===== src/rtl/wake_seq_pkg.sv =====
package wake_seq_pkg;

  typedef enum logic [2:0] {
    ST_IDLE,
    ST_SETTLE,
    ST_RESUME,
    ST_GAP,
    ST_VECTOR
  } wakeState_e;

  typedef struct packed {
    logic loadCnt;
    logic latchSrc;
  } ctrlStrobes_t;

endpackage


===== src/rtl/wake_seq_dpath.sv =====
module wake_seq_dpath
  import wake_seq_pkg::*;
#(
  parameter int NUM_SRC       = 4,
  parameter int SETTLE_CYCLES = 512,
  localparam int IDX_W        = (NUM_SRC > 1) ? $clog2(NUM_SRC) : 1,
  localparam int CNT_W        = $clog2(SETTLE_CYCLES)
) (
  input  logic               clk,
  input  logic               rstN,
  input  logic               sleeping,
  input  logic [NUM_SRC-1:0] irqPulse,
  input  logic [NUM_SRC-1:0] irqFlagAtEntry,
  input  logic [NUM_SRC-1:0] irqEnable,
  input  logic               stackFull,
  input  logic               wdtWake,
  input  ctrlStrobes_t       strobes,
  output logic               wakeEvent,
  output logic               cntDone,
  output logic               takeVector,
  output logic [IDX_W-1:0]   winIdx
);

  localparam logic [CNT_W-1:0] LOAD_VAL = CNT_W'(SETTLE_CYCLES - 1);

  logic [NUM_SRC-1:0] qualMask;
  logic               anyQual;
  logic [IDX_W-1:0]   firstIdx;
  logic [CNT_W-1:0]   cnt;
  logic               winIsIrq;

  assign qualMask  = irqPulse & ~irqFlagAtEntry;
  assign anyQual   = |qualMask;
  assign wakeEvent = sleeping & (anyQual | wdtWake);

  // Fixed priority: lowest index wins, scanned from the top down.
  always_comb begin
    firstIdx = '0;
    for (int i = NUM_SRC - 1; i >= 0; i--) begin
      if (qualMask[i]) firstIdx = IDX_W'(i);
    end
  end

  // Settle counter.
  always_ff @(posedge clk or negedge rstN) begin
    if (!rstN) begin
      cnt <= '0;
    end else if (strobes.loadCnt) begin
      cnt <= LOAD_VAL;
    end else if (cnt != '0) begin
      cnt <= cnt - 1'b1;
    end
  end

  assign cntDone = (cnt == '0);

  // Winner capture.
  always_ff @(posedge clk or negedge rstN) begin
    if (!rstN) begin
      winIdx   <= '0;
      winIsIrq <= 1'b0;
    end else if (strobes.latchSrc) begin
      winIdx   <= firstIdx;
      winIsIrq <= anyQual;
    end
  end

  assign takeVector = winIsIrq & irqEnable[winIdx] & ~stackFull;

endmodule


===== src/rtl/wake_seq_ctrl.sv =====
module wake_seq_ctrl
  import wake_seq_pkg::*;
(
  input  logic         clk,
  input  logic         rstN,
  input  logic         wakeEvent,
  input  logic         cntDone,
  input  logic         takeVector,
  output ctrlStrobes_t strobes,
  output logic         stall,
  output logic         resumeNext,
  output logic         vectorReq
);

  wakeState_e state, stateNext;

  always_ff @(posedge clk or negedge rstN) begin
    if (!rstN) state <= ST_IDLE;
    else       state <= stateNext;
  end

  always_comb begin
    stateNext        = state;
    strobes.loadCnt  = 1'b0;
    strobes.latchSrc = 1'b0;
    unique case (state)
      ST_IDLE: begin
        if (wakeEvent) begin
          strobes.loadCnt  = 1'b1;
          strobes.latchSrc = 1'b1;
          stateNext        = ST_SETTLE;
        end
      end
      ST_SETTLE: begin
        if (cntDone) stateNext = takeVector ? ST_GAP : ST_RESUME;
      end
      ST_RESUME: stateNext = ST_IDLE;
      ST_GAP:    stateNext = ST_VECTOR;
      ST_VECTOR: stateNext = ST_IDLE;
      default:   stateNext = ST_IDLE;
    endcase
  end

  assign stall      = (state == ST_SETTLE);
  assign resumeNext = (state == ST_RESUME);
  assign vectorReq  = (state == ST_VECTOR);

endmodule


===== src/rtl/wake_seq.sv =====
module wake_seq
  import wake_seq_pkg::*;
#(
  parameter int NUM_SRC       = 4,
  parameter int SETTLE_CYCLES = 512,
  localparam int IDX_W        = (NUM_SRC > 1) ? $clog2(NUM_SRC) : 1
) (
  input  logic               clk,
  input  logic               rstN,
  input  logic               sleeping,
  input  logic [NUM_SRC-1:0] irqPulse,
  input  logic [NUM_SRC-1:0] irqFlagAtEntry,
  input  logic [NUM_SRC-1:0] irqEnable,
  input  logic               stackFull,
  input  logic               wdtWake,
  output logic               stall,
  output logic               resumeNext,
  output logic               vectorReq,
  output logic [IDX_W-1:0]   vectorIdx
);

  ctrlStrobes_t strobes;
  logic         wakeEvent;
  logic         cntDone;
  logic         takeVector;

  wake_seq_dpath #(
    .NUM_SRC      (NUM_SRC),
    .SETTLE_CYCLES(SETTLE_CYCLES)
  ) dpath_i (
    .clk           (clk),
    .rstN          (rstN),
    .sleeping      (sleeping),
    .irqPulse      (irqPulse),
    .irqFlagAtEntry(irqFlagAtEntry),
    .irqEnable     (irqEnable),
    .stackFull     (stackFull),
    .wdtWake       (wdtWake),
    .strobes       (strobes),
    .wakeEvent     (wakeEvent),
    .cntDone       (cntDone),
    .takeVector    (takeVector),
    .winIdx        (vectorIdx)
  );

  wake_seq_ctrl ctrl_i (
    .clk       (clk),
    .rstN      (rstN),
    .wakeEvent (wakeEvent),
    .cntDone   (cntDone),
    .takeVector(takeVector),
    .strobes   (strobes),
    .stall     (stall),
    .resumeNext(resumeNext),
    .vectorReq (vectorReq)
  );

endmodule


===== config.mk =====
export PLATFORM = sky130hd
export DESIGN_NAME = wake_seq
export DESIGN_NICKNAME = d
export VERILOG_FILES = /design/src/rtl/wake_seq_pkg.sv /design/src/rtl/wake_seq_dpath.sv /design/src/rtl/wake_seq_ctrl.sv /design/src/rtl/wake_seq.sv
export SDC_FILE = /design/constraint.sdc
export NUM_CORES = 1
export LEC_CHECK = 0
export BUFFER_PORTS_ARGS = -buffer_cell sky130_fd_sc_hd__buf_2
export CAP_MARGIN = 5
export CELL_PAD_IN_SITES_DETAIL_PLACEMENT = 0
export CELL_PAD_IN_SITES_GLOBAL_PLACEMENT = 1
export CORE_MARGIN = 2
export CORE_UTILIZATION = 41
export CTS_CLUSTER_DIAMETER = 40
export CTS_CLUSTER_SIZE = 10
export DETAILED_ROUTE_END_ITERATION = 7
export GPL_ROUTABILITY_DRIVEN = 0
export MAX_ROUTING_LAYER = met4
export PLACE_DENSITY = 0.92
export SYNTH_ARGS = -nofsm -noshare
export SYNTH_HDL_FRONTEND = slang
export SYNTH_SLANG_ARGS = --single-unit
export TNS_END_PERCENT = 1

===== constraint.sdc =====
create_clock -name clk -period 3.6 [get_ports clk]
set_input_delay 0.72 -clock clk [delete_from_list [all_inputs] [get_ports clk]]
set_output_delay 0.72 -clock clk [all_outputs]
set_load 0.01 [all_outputs]

==> metrics.md, run 1 <==
| Metric | Value |
|---|---|
| Status | `finished, final reports clean` |
| Cell with the most instances after synthesis | `dfrtp_1` |
| Commonest cells post-synth | `dfrtp_1, nand2_1, nand2b_1, inv_1` |
| Worst min path class | `input pin to async pin` |
| Total wire length | `between 1500 and 2000 µm` |
| Die X-Extent | `just under 50 µm` |
| Synth Warn # | `0` |
| DP Area | `approximately 940 µm²` |
| Gate Count Post-Synth | `77` |
| Die ar. | `~2300 µm²` |
| Tcrit/Tclk final | `0.510` |
| P_leak | `about 0.00045 µW` |
| CP arrival | `~1100 ps` |
| Die height | `48.4 µm` |
| Final Max Tran Viols | `0` |
| EDFF count, synth | `0` |
| Worst Max-Slew Pin Slew | `between 500 and 600 ps` |
| Crit-path cells | `nor2_1, nand2_1, inv_1, buf_2` |
| Slowest CP cell | `dfrtp_1` |
| Synth top area cells | `dfrtp_1, nand2_1, nand2b_1` |
| Seq/Total Area, Yosys | `0.465` |
| Power Dens Cells | `between 500 and 600 nW/µm²` |
| Via/cell ratio | `just over 5` |
| Most common flop cell mapped by yosys | `dfrtp_1` |
| Maxcap violations | `0` |
| Grt total ovfl | `0` |
| DR WL/cell | `12.1 µm` |
| Port buffer count | `21` |
| Req. time, crit path | `between 2000 and 3000 ps` |
| F_max | `about 550 MHz` |
| Total CTS buffers | `3` |
| Via Count | `around 650` |
| Synth top area share | `0.465` |
| Initial Utilization | `0.424` |
| First-pass GRT wire length | `around 2800 µm` |
| Final hold viol count | `0` |
| Synth area leader | `dfrtp_1` |
| Skew-Pair Late Insertion Delay | `about 280 ps` |
| Final hold slack | `around 330 ps` |
| Clk sinks | `15` |
| Final setup fails | `0` |
| Setup crit end kind | `output pin` |
| Crit Path Max Fanout | `4` |
| Syn nets | `95` |
| Largest net degree at the start of global routing | `16` |
| # IOs | `22` |
| Area Growth Syn to Fin | `19.5%` |
| # Post-CTS Setup Buffers | `0` |
| Synth Area per Inst | `between 10 and 15 µm²` |
| Starting DRT DRC Count | `13` |
| DPL Wire Length | `1140 µm` |
| Post-synth ARST share | `1.00` |
| Post-Layout Inst Area | `~960 µm²` |
| N_diodes | `0` |
| Finished Core Util | `0.507` |
| CTS tree | `done` |
| Setup TNS Final | `0 ps` |
| Critical Path Max Stage Delay | `around 400 ps` |
| H-tree Lvls | `1` |
| Cts repair resizes | `0` |
| Worst setup SP type | `flip-flop` |
| Clk slew on worst S/H paths | `around 80 ps` |
| Min Tclk post-route | `1830 ps` |
| Std cell rows | `16` |
| Synth cell types | `31` |
| Clock buffer depth | `2` |
| Gr usage total | `0.157` |
| Vias in the first global route | `635` |
| Hold-fix buffers at CTS | `0` |
| Worst-case clock skew | `between 1.5 and 2 ps` |
| Tot Pwr | `about 550 µW` |
| Setup CP Type | `flip-flop to output pin` |
| Initial antenna violation count | `0` |
| Core area | `1900 µm²` |
| Reg-to-reg slack, setup | `roughly 1800 ps` |
| Post-Syn Area | `807 µm²` |
| Post-DRT Antenna Nets | `0` |
| First-pass detailed-route iteration total | `4` |
| Headroom to the max-slew limit | `0.657` |
| RSZ-0062 raised after global routing | `no` |
| Seq cells post-synth | `15` |
| DRC viols | `0` |
| Final nets | `120` |
| Maximum vdd drop | `approximately 0.22 mV` |
| CTS root buf | `clkbuf_4` |
| Layout cell share with drive strength beyond 1 | `0.297` |
-- routing by layer --
layer | track usage | share of wire | up-vias
li1 | - | - | 320
met1 | 0.173 | 0.43 | 321
met2 | 0.266 | 0.54 | 6
met3 | 0.0216 | 0.017 | 2
met4 | 0.100 | 0.012 | 0
met5 | - | 0 | -
-- cell type report --
class                           instances  area (µm²)
Sequential cell                        15         375
Clock buffer                            4        26.3
Inverter                                5        18.8
Tap cell                               27        33.8
Fill cell                             178         937
Multi-Input combinational cell         55         398
Timing Repair Buffer                   22         113
-- stage by stage --
step                worst slack [ps]  cells
detailed placement              1670    124
CTS                             1740    128
global placement                1710    124
finish                          1770    128
floorplan                       1780     77
global route                    1630    128
-- worst paths after layout --
path	from	end	cells after the start
worst max-delay path	ctrl_i.state[1]	stall	4
worst min-delay path	rstN	dpath_i.cnt[7]	1
worst max register to register	dpath_i.cnt[0]	dpath_i.cnt[1]	6
worst min register to register	ctrl_i.state[2]	ctrl_i.state[2]	1
max in group asynchronous	rstN	dpath_i.winIdx[1]	1
min in group clk	ctrl_i.state[2]	ctrl_i.state[2]	1
-- flip-flops by register name (all words and copies together) (netlist names) --
register and cells:
dpath_i.winIsIrq 1, ctrl_i.state 3, dpath_i.cnt 9, dpath_i.winIdx 2
-- power breakdown --
group / internal (µW) / switching (µW)
registers: 222 / 60.5
logic: 92.3 / 79.8
clock network: 43.0 / 50.6
total: 357 / 191
-- cells by family (layout without fill, tap and decap cells) --
logic type	count (synthesis)	after routing	synth area share
and+or+nand+nor	35	35	0.267
DFF	15	15	0.465
AOI/OAI and AO/OA	11	11	0.0977
buffers and inverters	7	31	0.0419
xor gates and xnor gates	4	4	0.0434
muxes	4	4	0.0698
adders and majority gates	1	1	0.0155
-- critical path: cells and delay by family, from the launching register on --
kind                   cells  cell delay [ps]
buffers and inverters      2              180
flip-flops                 1              410
AND/OR/NAND/NOR            2              260
-- layout by cell type (no fill, tap or decap) --
| cell type | synthesis | layout |
|---|---|---|
| a2111oi_1 | 1 | 1 |
| a211oi_1 | 1 | 1 |
| a21boi_0 | 1 | 1 |
| a21oi_1 | 1 | 1 |
| a31oi_1 | 1 | 1 |
| and2_0 | 1 | 1 |
| buf_2 | 0 | 21 |
| buf_4 | 0 | 1 |
| clkbuf_1 | 1 | 1 |
| clkbuf_4 | 0 | 3 |
| dfrtp_1 | 15 | 15 |
| ha_1 | 1 | 1 |
| inv_1 | 5 | 5 |
| mux2_1 | 3 | 3 |
| mux4_2 | 1 | 1 |
| nand2_1 | 11 | 11 |
| nand2b_1 | 6 | 6 |
| nand2b_4 | 1 | 1 |
| nand3_1 | 1 | 1 |
| nand4_1 | 2 | 2 |
| nor2_1 | 4 | 4 |
| nor3_1 | 1 | 1 |
| nor3b_1 | 3 | 3 |
| nor4_4 | 1 | 1 |
| o2111ai_1 | 1 | 1 |
| o211ai_1 | 2 | 2 |
| o21ai_1 | 2 | 2 |
| o41ai_1 | 1 | 1 |
| or3_1 | 1 | 1 |
| or3_2 | 1 | 1 |
| or4_1 | 1 | 1 |
| or4b_4 | 1 | 1 |
| xnor2_1 | 4 | 4 |
(Power assumes the default switching activity.)
==> inputs of run 2 (changes only) <==
Settings changed: CORE_UTILIZATION 41 to 38, PLACE_DENSITY 0.92 to 0.87.
Clock period 3.6 ns to 1.8 ns, I/O delays scaled along.
==> run 2 against run 1 <==
  * Setup slack worse by 1700 ps
  * Sequential power up 100%
  * Largest power group unchanged
  * Sequential share of layout area down 1.0 points
  * Clock skew up 2.1 ps
  * Hold slack better by 110 ps
  * Largest cell class unchanged
  * Non-clock buffer count up 3
  * Final cell count up 2.3%
  * Final area up 2.7%
  * Critical path depth up 2
  * Critical endpoint is now ctrl_i.state[0]
  * Utilization down 0.72 points
  * Via count up 0.92%
  * Wire length up 5.8%
==> metrics.md, run 2 (synthesized netlist as in run 1, its figures left out) <==
| Metric | Value |
|---|---|
| Largest reg by FF count | `dpath_i.cnt` |
| Initial antenna violation count | `0` |
| Starting DRT DRC Count | `7` |
| Gr usage total | `0.167` |
| Layout cell share with drive strength beyond 1 | `0.327` |
| Final setup fails | `0` |
| Headroom to the max-slew limit | `0.729` |
| Skew-Pair Late Insertion Delay | `roughly 290 ps` |
| Area Growth Syn to Fin | `22.8%` |
| Status | `finished, final reports clean` |
| CTS tree | `done` |
| Setup crit end kind | `flip-flop` |
| Die height | `~50 µm` |
| Fill count | `177` |
| N_diodes | `0` |
| Via/cell ratio | `~5` |
| Total wire length | `roughly 1600 µm` |
| Post-DRT Antenna Nets | `0` |
| DRC viols | `0` |
| Critical Path Max Stage Delay | `490 ps` |
| Vias in the first global route | `about 680` |
| Via Count | `between 600 and 700` |
| DPL Wire Length | `around 1200 µm` |
| Setup TNS Final | `0 ps` |
| Final Max Tran Viols | `0` |
| Req. time, crit path | `~2000 ps` |
| Die ar. | `~2500 µm²` |
| Leading cell types in the layout, fill and taps excluded | `buf_2, dfrtp_1, nand2_1` |
| Clk sinks | `15` |
| First-pass detailed-route iteration total | `2` |
| Clk slew on worst S/H paths | `~90 ps` |
| Worst-case clock skew | `between 3 and 4 ps` |
| Place WS | `roughly 110 ps` |
| RSZ-0062 raised after global routing | `no` |
| Worst path bufs/invs | `1` |
| Min Tclk post-route | `roughly 1700 ps` |
| F_max | `589 MHz` |
| Most common cell after layout, fill and taps aside | `buf_2` |
| Port buffer count | `21` |
| Slowest CP cell | `or4b_4` |
| Post-Layout Inst Area | `991 µm²` |
| H-tree Lvls | `1` |
| # IOs | `22` |
| CP arrival | `roughly 1900 ps` |
| Crit-path cells | `inv_2, ha_1, or4b_4, nand2b_4, a31oi_1, o21ai_1` |
| First-pass GRT wire length | `~2900 µm` |
| Clock buffer depth | `2` |
| Worst Max-Slew Pin Slew | `approximately 400 ps` |
| Setup ws final | `101 ps` |
| Grt total ovfl | `0` |
| DP Area | `946 µm²` |
| Core area | `about 2000 µm²` |
| Maximum vdd drop | `between 0.6 and 0.7 mV` |
| Largest net degree at the start of global routing | `16` |
| Maxcap violations | `0` |
| Max reg flops | `9` |
| Tcrit/Tclk final | `0.944` |
| Worst min path class | `input pin to flip-flop` |
| CTS root buf | `clkbuf_4` |
| Final nets | `about 120` |
| Die X-Extent | `between 50 and 60 µm` |
| Std cell rows | `16` |
| Total CTS buffers | `3` |
| Largest regs | `dpath_i.cnt: 9 flops, ctrl_i.state: 3 flops, dpath_i.winIdx: 2 flops` |
| Final hold viol count | `0` |
| Worst setup SP type | `flip-flop` |
| Crit path max-delay family | `simple AND/OR/NAND/NOR gates` |
| Initial Utilization | `0.407` |
| Crit Path Max Fanout | `7` |
| P_leak | `approximately 0.00046 µW` |
| Power Dens Cells | `about 1200 nW/µm²` |
| Setup CP Type | `flip-flop to flip-flop` |
| DR WL/cell | `roughly 12 µm` |
==> run 2: worst paths after layout <==
path                                 start              end  slack [ps]  cells after the start
hold reg to reg            ctrl_i.state[2]  ctrl_i.state[2]         490                      1
setup reg to reg            dpath_i.cnt[0]  ctrl_i.state[0]         100                      6
min in group asynchronous             rstN  ctrl_i.state[2]         490                      2
hold / removal                   stackFull  ctrl_i.state[0]         440                      4
max in group asynchronous             rstN   dpath_i.cnt[3]        1070                      2
setup / recovery            dpath_i.cnt[0]  ctrl_i.state[0]         100                      6
==> run 2: worst reg2reg max path, delay by kind of cell (launching register included) <==
family	cells	cell delay (ps)
AOI/OAI and AO/OA	2	250
adders and majority gates	1	160
and+or+nand+nor	2	690
buffers and inverters	1	70
DFF	1	430
==> run 2: cell type report <==
| type | count | area (µm²) | area share |
|---|---|---|---|
| Multi-Input combinational cell | 55 | 398 | 0.402 |
| Clock inverter | 1 | 5.00 | 0.00505 |
| Tap cell | 27 | 33.8 | 0.0341 |
| Clock buffer | 3 | 22.5 | 0.0227 |
| Sequential cell | 15 | 375 | 0.379 |
| Inverter | 5 | 18.8 | 0.0189 |
| Timing Repair Buffer | 25 | 138 | 0.139 |
==> run 2: report_power, final <==
part / internal [µW] / total (µW) / switching (µW)
Sequential: 444 / 564 / 120
Combinational: 211 / 384 / 174
Clock: 82.8 / 198 / 116
Total: 737 / 1150 / 409
==> run 2: metal layers <==
metal	vias to the layer above	share of wire	track usage	routed length (µm)
li1	329	-	-	-
met1	315	0.45	0.184	735
met2	7	0.49	0.268	807
met3	4	0.026	0.0455	43
met4	0	0.028	0.0972	46
met5	-	0	-	0
==> run 2: what timing repair did <==
action / in CTS / in global routing
resized for setup: 0 / 1
setup buffers: 0 / 1
setup endpoints to repair: 0 / 1
hold endpoints to repair: 15 / 0
hold buffers: 1 / 0
==> run 2: stage by stage <==
step	cells	hold slack, ps	utilization	power [µW]
detailed placement	125	278	0.477	936
global placement	125	279	0.477	915
CTS	130	435	0.496	1140
global route	131	446	0.500	1260
finish	131	436	0.500	1150
floorplan	77	64.4	-	799
